**src/rtl/dsm_pkg.sv**
```systemverilog
package dsm_pkg;
  localparam int MAX_STAGES = 3;

  // 0 and 1 both mean a first-order loop
  function automatic logic [1:0] norm_order(input logic [1:0] sel);
    return (sel == 2'd0) ? 2'd1 : sel;
  endfunction
endpackage

```
**src/rtl/dsm_rate_ctrl.sv**
```systemverilog
module dsm_rate_ctrl #(
  parameter int OSR = 2000
) (
  input  logic clk,
  input  logic rst,
  input  logic clr,
  input  logic rz,
  output logic step,
  output logic strobe
);
  localparam int CW = (OSR > 1) ? $clog2(OSR) : 1;
  localparam logic [CW-1:0] LAST = CW'(OSR - 1);

  logic [CW-1:0] cnt;
  logic          ph;

  assign step   = !rz || !ph;
  assign strobe = step && (cnt == LAST);

  always_ff @(posedge clk) begin
    if (rst || clr) begin
      ph  <= 1'b0;
      cnt <= '0;
    end else begin
      ph <= rz ? ~ph : 1'b0;
      if (step) begin
        if (cnt == LAST) cnt <= '0;
        else             cnt <= cnt + 1'b1;
      end
    end
  end
endmodule

```
**src/rtl/dsm_integrator.sv**
```systemverilog
module dsm_integrator #(
  parameter int ACC_W = 24
) (
  input  logic                    clk,
  input  logic                    clear,
  input  logic                    step,
  input  logic                    active,
  input  logic signed [ACC_W-1:0] din,
  input  logic signed [ACC_W-1:0] fbk,
  output logic signed [ACC_W-1:0] nxt,
  output logic signed [ACC_W-1:0] st
);
  localparam int SW = ACC_W + 2;
  localparam logic signed [SW-1:0] MAXV = {3'b000, {(ACC_W-1){1'b1}}};
  localparam logic signed [SW-1:0] MINV = {3'b111, {(ACC_W-1){1'b0}}};

  logic signed [SW-1:0] sum;
  logic signed [ACC_W-1:0] clip;

  always_comb begin
    sum = $signed({{2{st[ACC_W-1]}}, st})
        + $signed({{2{din[ACC_W-1]}}, din})
        - $signed({{2{fbk[ACC_W-1]}}, fbk});
    if (sum > MAXV)      clip = MAXV[ACC_W-1:0];
    else if (sum < MINV) clip = MINV[ACC_W-1:0];
    else                 clip = sum[ACC_W-1:0];
    nxt = active ? clip : '0;
  end

  always_ff @(posedge clk) begin
    if (clear)     st <= '0;
    else if (step) st <= nxt;
  end
endmodule

```
**src/rtl/dsm_quantizer.sv**
```systemverilog
module dsm_quantizer #(
  parameter int ACC_W = 24
) (
  input  logic                    clk,
  input  logic                    clear,
  input  logic                    step,
  input  logic signed [ACC_W-1:0] last_nxt,
  output logic                    q,
  output logic                    dout
);
  logic bit_new;
  assign bit_new = !last_nxt[ACC_W-1];

  always_ff @(posedge clk) begin
    if (clear) begin
      q    <= 1'b0;
      dout <= 1'b0;
    end else begin
      if (step) q <= bit_new;
      dout <= step ? bit_new : 1'b0;
    end
  end
endmodule

```
**src/rtl/dsm_audio_mod.sv**
```systemverilog
module dsm_audio_mod #(
  parameter int IN_W      = 16,
  parameter int ACC_W     = 24,
  parameter int COEF_W    = 8,
  parameter int COEF_FRAC = 4,
  parameter int OSR       = 2000
) (
  input  logic                  clk,
  input  logic                  rst,
  input  logic                  clr,
  input  logic [1:0]            order_sel,
  input  logic [3*COEF_W-1:0]   coef_sel,
  input  logic                  rz_en,
  input  logic                  s_valid,
  input  logic [IN_W-1:0]       s_data,
  output logic                  s_ready,
  output logic                  dout
);
  import dsm_pkg::*;

  localparam int NST = MAX_STAGES;
  localparam int SH  = IN_W - 1 - COEF_FRAC;

  logic                     clear;
  logic [1:0]               ord_act;
  logic [NST*COEF_W-1:0]    coef_act;
  logic                     rz_act;
  logic signed [IN_W-1:0]   x_hold;
  logic                     step, strobe, q;
  logic signed [ACC_W-1:0]  st   [NST];
  logic signed [ACC_W-1:0]  nxt  [NST];
  logic signed [ACC_W-1:0]  din  [NST];
  logic signed [ACC_W-1:0]  fbk  [NST];
  logic signed [ACC_W-1:0]  last_nxt;
  logic signed [ACC_W-1:0]  st1_w, st2_w, st3_w;

  assign clear = rst || clr;

  // configuration is only sampled while the loop is held
  always_ff @(posedge clk) begin
    if (clear) begin
      ord_act  <= norm_order(order_sel);
      coef_act <= coef_sel;
      rz_act   <= rz_en;
    end
  end

  dsm_rate_ctrl #(.OSR(OSR)) u_rate (
    .clk(clk), .rst(rst), .clr(clr), .rz(rz_act),
    .step(step), .strobe(strobe)
  );

  assign s_ready = strobe && !clear;

  always_ff @(posedge clk) begin
    if (clear)                   x_hold <= '0;
    else if (s_ready && s_valid) x_hold <= $signed(s_data);
  end

  genvar k;
  generate
    for (k = 0; k < NST; k++) begin : g_stage
      logic signed [COEF_W-1:0] cw;
      logic signed [ACC_W-1:0]  mag;
      assign cw  = $signed(coef_act[k*COEF_W +: COEF_W]);
      assign mag = $signed({{(ACC_W-COEF_W){cw[COEF_W-1]}}, cw}) <<< SH;
      assign fbk[k] = q ? mag : -mag;

      if (k == 0) begin : g_in
        assign din[k] = $signed({{(ACC_W-IN_W){x_hold[IN_W-1]}}, x_hold});
      end else begin : g_chain
        assign din[k] = st[k-1];
      end

      dsm_integrator #(.ACC_W(ACC_W)) u_int (
        .clk(clk), .clear(clear), .step(step),
        .active(k < int'(ord_act)),
        .din(din[k]), .fbk(fbk[k]),
        .nxt(nxt[k]), .st(st[k])
      );
    end
  endgenerate

  always_comb begin
    case (ord_act)
      2'd2:    last_nxt = nxt[1];
      2'd3:    last_nxt = nxt[2];
      default: last_nxt = nxt[0];
    endcase
  end

  dsm_quantizer #(.ACC_W(ACC_W)) u_quant (
    .clk(clk), .clear(clear), .step(step),
    .last_nxt(last_nxt), .q(q), .dout(dout)
  );

  assign st1_w = st[0];
  assign st2_w = st[1];
  assign st3_w = st[2];
endmodule

```
**config.mk**
```make
export PLATFORM = sky130hd
export DESIGN_NAME = dsm_audio_mod
export DESIGN_NICKNAME = d
export VERILOG_FILES = /design/src/rtl/dsm_pkg.sv /design/src/rtl/dsm_rate_ctrl.sv /design/src/rtl/dsm_integrator.sv /design/src/rtl/dsm_quantizer.sv /design/src/rtl/dsm_audio_mod.sv
export SDC_FILE = /design/constraint.sdc
export NUM_CORES = 1
export LEC_CHECK = 0
export BUFFER_PORTS_ARGS = -buffer_cell sky130_fd_sc_hd__buf_2
export CAP_MARGIN = 5
export CORE_MARGIN = 2
export CORE_UTILIZATION = 39
export CTS_CLUSTER_DIAMETER = 30
export DETAILED_ROUTE_END_ITERATION = 8
export PLACE_DENSITY_LB_ADDON = 0.15
export RECOVER_POWER = 100
export SYNTH_ARGS = -nofsm -noshare
export SYNTH_HDL_FRONTEND = slang
export SYNTH_SLANG_ARGS = --single-unit
export TNS_END_PERCENT = 100
```
**constraint.sdc**
```tcl
create_clock -name clk -period 5.7 [get_ports clk]
set_input_delay 1.14 -clock clk [delete_from_list [all_inputs] [get_ports clk]]
set_output_delay 1.14 -clock clk [all_outputs]
set_load 0.02 [all_outputs]
```
==> results of run 1 <==
## final timing paths
| kind | to | slack (ps) |
|---|---|---|
| min reg2reg | u_rate.ph$_SDFF_PP0_ | 430 |
| max reg2reg | g_stage[2].u_int.st[9]$_SDFFE_PP0N_ | 710 |
| min | u_rate.ph$_SDFF_PP0_ | 430 |
| max | g_stage[2].u_int.st[9]$_SDFFE_PP0N_ | 710 |
## layout make-up
cell class	count	area share [%]
inverters	145	4.68
clock buffers	20	4.21
flip-flops and latches	129	24.6
clock inverters	12	0.786
repair buffers	54	2.38
multi-input cells	908	59.7
well taps	341	3.67
## flip-flops by register name, indices dropped and copies added (netlist names)
| name | cells |
|---|---|
| g_stage.u_int.st | 72 |
| rz_act | 1 |
| coef_act | 24 |
| u_rate.ph | 1 |
| ord_act | 2 |
| u_quant.q | 1 |
| u_rate.cnt | 11 |
| u_quant.dout | 1 |
| x_hold | 16 |
## metal layers
layer  global-route usage (%)  vias to the layer above
met5                        0                        -
met4                     5.88                        0
met3                     2.97                       28
met2                     30.8                       95
met1                     25.8                     3971
li1                         -                     4409
## stage by stage
| stage | setup WS (ps) | hold slack (ps) |
|---|---|---|
| 2_1_floorplan | 1490 | 411 |
| 3_3_place_gp | 1120 | 420 |
| 6_report | 713 | 434 |
| 3_5_place_dp | 1090 | 426 |
| 5_1_grt | 420 | 476 |
| 4_1_cts | 1080 | 436 |
## power by group through the flow
stage	Sequential [mW]	Combinational [mW]	Clock [mW]
floorplan	1.23	4.03	0
global placement	1.29	5.00	0
detailed placement	1.29	4.99	0
CTS	1.27	5.03	1.11
global route	1.30	5.63	1.15
finish	1.27	5.00	1.08
## synthesized netlist by cell type (30+ instances only)
cell	instances	area share [%]
a21o_1	30	2.1
a21oi_1	82	3.9
a221o_1	40	3.8
a31oi_1	36	2.1
clkbuf_1	35	1.2
dfxtp_1	102	19
fa_1	39	7.4
ha_1	109	13
inv_1	144	5.1
nand2_1	109	3.9
nor2_1	83	2.9
o21ai_0	40	1.9
xnor2_1	57	4.7
## cells by family after synthesis
family | share of synthesized area [%]
fa+ha+maj | 20.3
simple gates | 14.6
xor+xnor | 6.88
flops | 27.0
mux | 2.81
buf+inv | 7.20
compound gates | 21.2
==> impl_metrics.tcl, run 1 <==
set metrics [dict create \
    outcome "complete, no violations" \
    design_area_sq_um 11600 \
    arrival_ps 5260 \
    antenna_left 0 \
    synth.distinct_cells 77 \
    topRoutingLayerUsed "met4" \
    path_buf_inv 2 \
    netlist_area_sq_um 10600 \
    grt_pass1_vias 8314 \
    initial_utilization_pct 39.4 \
    gp_routability_congestion 0.858 \
    setup_tns_ps 0 \
    synthCells 1232 \
    final_util_pct 43.3 \
    ios 49 \
    wl_per_cell_um 16.0 \
    fill_cells 2662 \
    synth_nets 1427 \
    drive_above_1_share_pct 8.04 \
    p_sw_mw 3.53 \
    tightest_slew_ps 1120 \
    clkPwrFrac_pct 14.7 \
    rsz0062_at_grt "no" \
    reg2reg_depth 13 \
    cp_cell_sequence "clkbuf_2 -> a21oi_1 -> fa_1 -> ha_1 -> nand4_1 -> nor3_1 -> o311ai_0 -> o211ai_1 -> mux2i_1 -> nand2_1 -> o21ai_0 -> clkbuf_2 -> a31oi_1" \
    comb_power_share_pct 68.1 \
    die_area_sq_um 28400 \
    async_reset_ff_share_pct 0 \
    switching_share_pct 48.1 \
    cp_max_fo 30 \
    antenna_found_initial 0 \
    ys_dominant_reg_cell "dfxtp_1" \
    powerDensity_nw_per_um2 633 \
    hold_class "reg2reg" \
    clkTransAtPathRegs_ps 70 \
    cp_slowest_cell "o21ai_0" \
    crit_start "u_quant.q$_SDFFE_PP0N_" \
    dr_wl_met3_um 596 \
    cp.required_ps 5970 \
    drtIter0Drc 412 \
    die_h_um 169 \
    finalSetupViolations 0 \
    clockRootBuffer "clkbuf_16" \
    cts_buffer_depth 2 \
    maxCapViolations 0 \
    finalHoldViolCount 0 \
    pwr-share-seq_pct 17.3 \
    power.total_mw 7.35 \
    routed_wl_um 25800 \
    multi_input_area_sq_um 6940 \
    fp.dieW_um 169 \
    ctsResizeCount 0 \
    min_from "u_rate.ph$_SDFF_PP0_" \
    cp.depth 13 \
    drc 0 \
    slew_headroom_pct 24.2 \
    first_pass_iters 5 \
    cts_setup_buffers 0 \
    io_buffers 48 \
    drv_slew 0 \
    syn_area_per_cell_sq_um 8.57 \
    vias 8503 \
    grt_pass1_wl_um 42700 \
    max_freq_mhz 201 \
    yosys_warnings 0 \
    synthToLayoutAreaGrowth_pct 9.99 \
    synth_edf_count 27 \
    cts_tree "done" \
    core.rowCount 60 \
    via_per_inst 5.28 \
    rr_startpoint "u_quant.q$_SDFFE_PP0N_" \
    endpoint_kind "flop" \
    diodes 0 \
    critical_path.most_common_cell "clkbuf_2" \
    synth_seq_area_share_pct 27.0 \
    numCtsBuffers 17 \
    layoutNonFillerInstCount 1609 \
    worst_setup_path_start_kind "flop" \
    grt-ovfl-total 0 \
    final_cell_mix "inv_1, nand2_1, ha_1, dfxtp_1, a21oi_1" \
    placedCellCount 1577 \
    wl_met2_um 11800 \
    vdd_ir_drop_max_mv 0.223 \
    min_path_cells 1 \
    max_stage_delay_ps 890 \
    skew_ps 11.9 \
    cts.sinks 129 \
    p_leak_nw 5.17 \
    track_usage_pct 18.9 \
    clock_latency_ps 440 \
    period_needed_ps 4990 \
    cts-htree-levels 4 \
    holdBufCountCts 0 \
    grt_max_degree 75 \
    p_int_mw 3.82 \
    placed_area_sq_um 11100 \
    wl_met1_um 13000 \
    final_nets 1450 \
    seqCellArea_sq_um 2850 \
    period_share_pct 87.5 \
    core_area_sq_um 26800 \
    worstSetupPathType "reg2reg" \
    synth-seq-cells 129 \
    layout_commonest_cell "inv_1" \
    dp.final_hpwl_um 19900 \
    cp_top_family "compound AO/OA/AOI/OAI gates" \
]
(Power assumes the default switching activity.)
==> run 2: changes to the inputs <==
- clock period: 5.7 -> 4.99 ns (I/O delays scaled with it)
==> run 2 against run 1 <==
Worst setup slack worse by 270 ps. Maximum frequency increased by 9.7%. Flip-flop and latch count did not move. The flow now finishes with violations (max-capacitance violations, max-slew violations). Global-route usage down 0.26 points. Core utilization increased by 0.079 points. Largest power group unchanged. Non-clock buffer count rose by 4. Design area up 0.18%. Critical endpoint is now g_stage[2].u_int.st[7]$_SDFFE_PP0N_.
==> impl_metrics.tcl, run 2 (synthesis results as in run 1) <==
set metrics [dict create \
    grt_pass1_wl_um 42300 \
    setup_tns_ps 0 \
    routed_wl_um 25800 \
    critical_path.most_common_cell "a21o_1" \
    cp_max_fo 12 \
    rsz0062_at_grt "no" \
    drv_slew 83 \
    rr_startpoint "coef_act[16]$_DFFE_PP_" \
    tightest_slew_ps 2460 \
    min_path_cells 1 \
    final_nets 1454 \
    cp.depth 14 \
    crit_start "coef_act[16]$_DFFE_PP_" \
    vias 8513 \
    die_h_um 169 \
    hold_class "reg2reg" \
    worstSetupPathType "reg2reg" \
    core_area_sq_um 26800 \
    diodes 0 \
    core.rowCount 60 \
    period_needed_ps 4550 \
    regToRegEndpoint "g_stage[2].u_int.st[7]$_SDFFE_PP0N_" \
    track_usage_pct 18.6 \
    ios 49 \
    synthToLayoutAreaGrowth_pct 10.2 \
    layout_commonest_cell "inv_1" \
    clock_latency_ps 430 \
    dp.final_hpwl_um 19900 \
    initial_utilization_pct 39.4 \
    regMostFlops "g_stage.u_int.st" \
    cp_top_family "compound AO/OA/AOI/OAI gates" \
    cts_buffer_depth 2 \
    path_buf_inv 1 \
    first_pass_iters 5 \
    min_from "u_rate.ph$_SDFF_PP0_" \
    placed_area_sq_um 11100 \
    maxCapViolations 2 \
    placedCellCount 1581 \
    topRoutingLayerUsed "met4" \
    numCtsBuffers 17 \
    drive_above_1_share_pct 8.10 \
    io_buffers 48 \
    max_stage_delay_ps 450 \
    p_leak_nw 5.18 \
    slew_headroom_pct -64.3 \
    cp_cell_sequence "nor4_1 -> a21oi_1 -> xnor2_1 -> fa_1 -> ha_1 -> a21o_1 -> a21o_1 -> a211oi_1 -> o211ai_1 -> a31o_1 -> and2_0 -> o21ai_1 -> clkbuf_2 -> a31oi_1" \
    antenna_found_initial 0 \
    wl_met2_um 12000 \
    cts_tree "done" \
    vdd_ir_drop_max_mv 0.281 \
    grt-ovfl-total 0 \
    max_freq_mhz 220 \
    p_sw_mw 4.05 \
    reg2reg_depth 14 \
    worst_setup_path_start_kind "flop" \
    wl_per_cell_um 16.0 \
    cp_slowest_cell "edfxtp_1" \
    violations "max-capacitance violations, max-slew violations" \
    die_area_sq_um 28400 \
    grt_max_degree 44 \
    p_int_mw 4.36 \
    holdPathEnd "u_rate.ph$_SDFF_PP0_" \
    cts-htree-levels 4 \
    comb_power_share_pct 68.2 \
    drc 0 \
    grt_pass1_vias 8323 \
    largest_reg_flops 72 \
    design_area_sq_um 11600 \
    drtIter0Drc 380 \
    period_share_pct 91.1 \
    final_cell_mix "inv_1, nand2_1, ha_1, dfxtp_1" \
    pwr-share-seq_pct 17.2 \
    finalSetupViolations 0 \
    fp.dieW_um 169 \
    dr_wl_met3_um 644 \
    switching_share_pct 48.2 \
    cts.sinks 129 \
    clockRootBuffer "clkbuf_16" \
    clkPwrFrac_pct 14.6 \
    largestRegisters "g_stage.u_int.st: 72 flops, coef_act: 24 flops, x_hold: 16 flops" \
    gp_routability_congestion 0.902 \
    antenna_left 0 \
    fill_cells 2675 \
    rrSetupSlack_ps 440 \
    outcome "finished, violations left" \
    skew_ps 14.8 \
    layoutNonFillerInstCount 1613 \
    cts_setup_buffers 0 \
    finalHoldViolCount 0 \
    powerDensity_nw_per_um2 722 \
    arrival_ps 4740 \
    endpoint_kind "flop" \
    via_per_inst 5.28 \
    clkTransAtPathRegs_ps 60 \
    cp.required_ps 5180 \
    wl_met1_um 12800 \
    power.total_mw 8.41 \
]
run 2: what timing repair did:
| action | in CTS | in global routing |
|---|---|---|
| resized for setup | 0 | 1 |
| hold buffers | 0 | 0 |
| endpoints found under the setup margin | 0 | 18 |
run 2: routing by layer:
layer | vias to the layer above | global-route usage (%)
met5 | - | 0
met4 | 0 | 5.10
met3 | 19 | 2.60
met2 | 115 | 31.4
met1 | 3955 | 25.1
li1 | 4424 | -
run 2: stage by stage:
stage / utilization (%) / hold WS, ps / setup slack, ps
3_3_place_gp: 41.4 / 418 / 324
4_1_cts: 43.5 / 439 / 231
3_5_place_dp: 41.4 / 424 / 268
2_1_floorplan: - / 411 / 779
6_report: 43.4 / 439 / 443
5_1_grt: 43.4 / 465 / 25.1
run 2: power groups by stage:
stage          Clock [mW]  Combinational, mW  Sequential, mW
2_1_floorplan           0               4.60            1.41
3_3_place_gp            0               5.72            1.47
3_5_place_dp            0               5.71            1.47
4_1_cts              1.26               5.75            1.45
5_1_grt              1.31               6.48            1.48
6_report             1.23               5.73            1.45
run 2: how the worst max path moves through the flow:
stage                                                end  slack [ps]
CTS                 g_stage[1].u_int.st[16]$_SDFFE_PP0N_         230
floorplan           g_stage[1].u_int.st[16]$_SDFFE_PP0N_         780
global placement    g_stage[1].u_int.st[18]$_SDFFE_PP0N_         320
finish               g_stage[2].u_int.st[7]$_SDFFE_PP0N_         440
global route         g_stage[2].u_int.st[6]$_SDFFE_PP0N_          30
detailed placement  g_stage[1].u_int.st[16]$_SDFFE_PP0N_         270
run 2: cell type report:
class	instances	area (sq um)	area share, %
multi-input combinational	908	6950	59.7
sequential	129	2850	24.5
inverter	145	544	4.68
clock buffer	21	482	4.14
tap	341	427	3.67
timing repair buffer	58	294	2.53
clock inverter	11	91.3	0.785
==> run 3: changes to the inputs <==
- SYNTH_HIERARCHICAL: not set -> 1
==> run 3 against run 2 <==
Clock power about the same. Maximum frequency fell by 2.0%. Sequential power is 6% lower. Hold slack improved by 15 ps. Sequential share of layout area is 3.5 points lower. Flip-flop and latch count unchanged. The flow still finishes with violations (max-capacitance violations, max-slew violations). Clock skew down 5.7 ps.
==> impl_metrics.tcl, run 3 <==
set metrics [dict create \
    outcome "finished, violations left" \
    violations "max-capacitance violations, max-slew violations" \
    synthToLayoutAreaGrowth_pct 7.77 \
    fin_hold_ws_ps 454 \
    path_buf_inv 2 \
    track_usage_pct 17.9 \
    use_met3_pct 2.61 \
    p_leak_nw 6.14 \
    antenna_found_initial 0 \
    final_nets 1806 \
    clkPwrFrac_pct 17.5 \
    period_share_pct 93.0 \
    design_area_sq_um 13600 \
    layoutNonFillerInstCount 2020 \
    fill_cells 3312 \
    max_freq_mhz 216 \
    skew_ps 9.18 \
    tightest_slew_ps 2140 \
    final_cell_mix "inv_1, nand2_1, nor2_1, dfxtp_1, a21oi_1" \
    hold_class "reg2reg" \
    cp_cell_sequence "or4_4 -> o41ai_4 -> nand2_1 -> fa_1 -> inv_1 -> ha_1 -> nand2_1 -> o21ai_2 -> mux2_2 -> a311oi_1 -> o211ai_1 -> a211oi_1 -> o21a_1 -> buf_6 -> nand2_1 -> a211oi_1" \
    antenna_left 0 \
    initial_utilization_pct 39.7 \
    core.rowCount 65 \
    met1_usage_pct 24.0 \
    period_needed_ps 4640 \
    grt_pass1_wl_um 48600 \
    grt_max_degree 54 \
    comb_power_share_pct 62.8 \
    grt-ovfl-total 0 \
    finalSetupViolations 0 \
    top_usage_layer "met2" \
    placed_area_sq_um 13200 \
    rsz0062_at_grt "no" \
    vdd_ir_drop_max_mv 0.310 \
    first_pass_iters 5 \
    worst_setup_path_start_kind "flop" \
    cp_slowest_cell "or4_4" \
    synthCells 1561 \
    arrival_ps 4980 \
    syn_area_per_cell_sq_um 8.07 \
    endpoint_kind "flop" \
    gp_routability_congestion 0.857 \
    netlist_area_sq_um 12600 \
    switching_share_pct 47.2 \
    grt_pass1_vias 9821 \
    wl_per_cell_um 14.3 \
    cp_max_fo 23 \
    maxCapViolations 1 \
    routed_wl_um 28800 \
    layout_commonest_cell "inv_1" \
    holdBufCountCts 0 \
    powerDensity_nw_per_um2 511 \
    drv_slew 53 \
    via_per_inst 4.99 \
    io_buffers 48 \
    die_h_um 184 \
    core_area_sq_um 31700 \
    p_sw_mw 3.27 \
    regMostFlops "g_stage.u_int/st" \
    placedCellCount 1988 \
    clockRootBuffer "clkbuf_16" \
    worstSetupPathType "reg2reg" \
    numCtsBuffers 17 \
    grt.met2_usage_pct 29.7 \
    final_util_pct 42.8 \
    ios 49 \
    max_stage_delay_ps 590 \
    fin_ws_ps 351 \
    clock_latency_ps 430 \
    cp.required_ps 5330 \
    drc 0 \
    cp_top_family "compound AO/OA/AOI/OAI gates" \
    cts_tree "done" \
    setup_tns_ps 0 \
    cts.sinks 129 \
    finalHoldViolCount 0 \
    critical_path.most_common_cell "nand2_1" \
    die_area_sq_um 33700 \
    cts-htree-levels 4 \
    cts_buffer_depth 2 \
    slew_headroom_pct -43.8 \
    dp.final_hpwl_um 23000 \
    p_int_mw 3.66 \
    largest_reg_flops 72 \
    drive_above_1_share_pct 9.15 \
    yosys_warnings 6 \
    clkTransAtPathRegs_ps 60 \
    diodes 0 \
    pwr-share-seq_pct 19.7 \
    fp.dieW_um 184 \
    vias 10100 \
    pre_cts_ws_ps 96.1 \
    drtIter0Drc 503 \
    power.total_mw 6.93 \
    largestRegisters "g_stage.u_int/st: 72 flops, coef_act: 24 flops, x_hold: 16 flops" \
]
-- run 3: power by group through the flow --
stage	Combinational [mW]	Sequential, mW	Clock [mW]
6_report	4.35	1.36	1.21
5_1_grt	4.93	1.39	1.29
4_1_cts	4.44	1.37	1.25
3_5_place_dp	4.42	1.39	0
3_3_place_gp	4.40	1.38	0
2_1_floorplan	3.61	1.34	0
-- run 3: layout make-up --
cell class                 count  area [sq um]  area share (%)
multi-input combinational   1087          8160            60.1
sequential                   129          2850            21.0
inverter                     310          1160            8.58
tap                          402           503            3.71
clock buffer                  23           479            3.53
timing repair buffer          60           327            2.41
clock inverter                 9          82.6           0.608
-- run 3: tightest hold or removal path, stage by stage (launching register included) --
cell	delay, ps
dfxtp_1	310
nand2_1	50
o21ai_0	60
-- run 3: metal layers --
layer | share of wire [%] | vias up | routed length (um)
li1 | - | 5258 | -
met1 | 50 | 4672 | 14400
met2 | 46 | 121 | 13300
met3 | 2.1 | 31 | 592
met4 | 1.6 | 0 | 471
met5 | 0 | - | 0
-- run 3: worst paths after layout --
| path | end | cells past startpoint | slack [ps] | startpoint |
|---|---|---|---|---|
| setup / recovery | g_stage[2].u_int/st[22]$_SDFFE_PP0P_ | 16 | 350 | coef_act[21]$_DFFE_PP_ |
| setup reg to reg | g_stage[2].u_int/st[22]$_SDFFE_PP0P_ | 16 | 350 | coef_act[21]$_DFFE_PP_ |
| hold reg to reg | x_hold[13]$_SDFFE_PP0P_ | 2 | 450 | x_hold[13]$_SDFFE_PP0P_ |
| hold / removal | x_hold[13]$_SDFFE_PP0P_ | 2 | 450 | x_hold[13]$_SDFFE_PP0P_ |
-- run 3: repair_timing --
item	CTS	global route
setup buffers	0	0
gates resized for setup	0	6
setup endpoints to repair	0	48
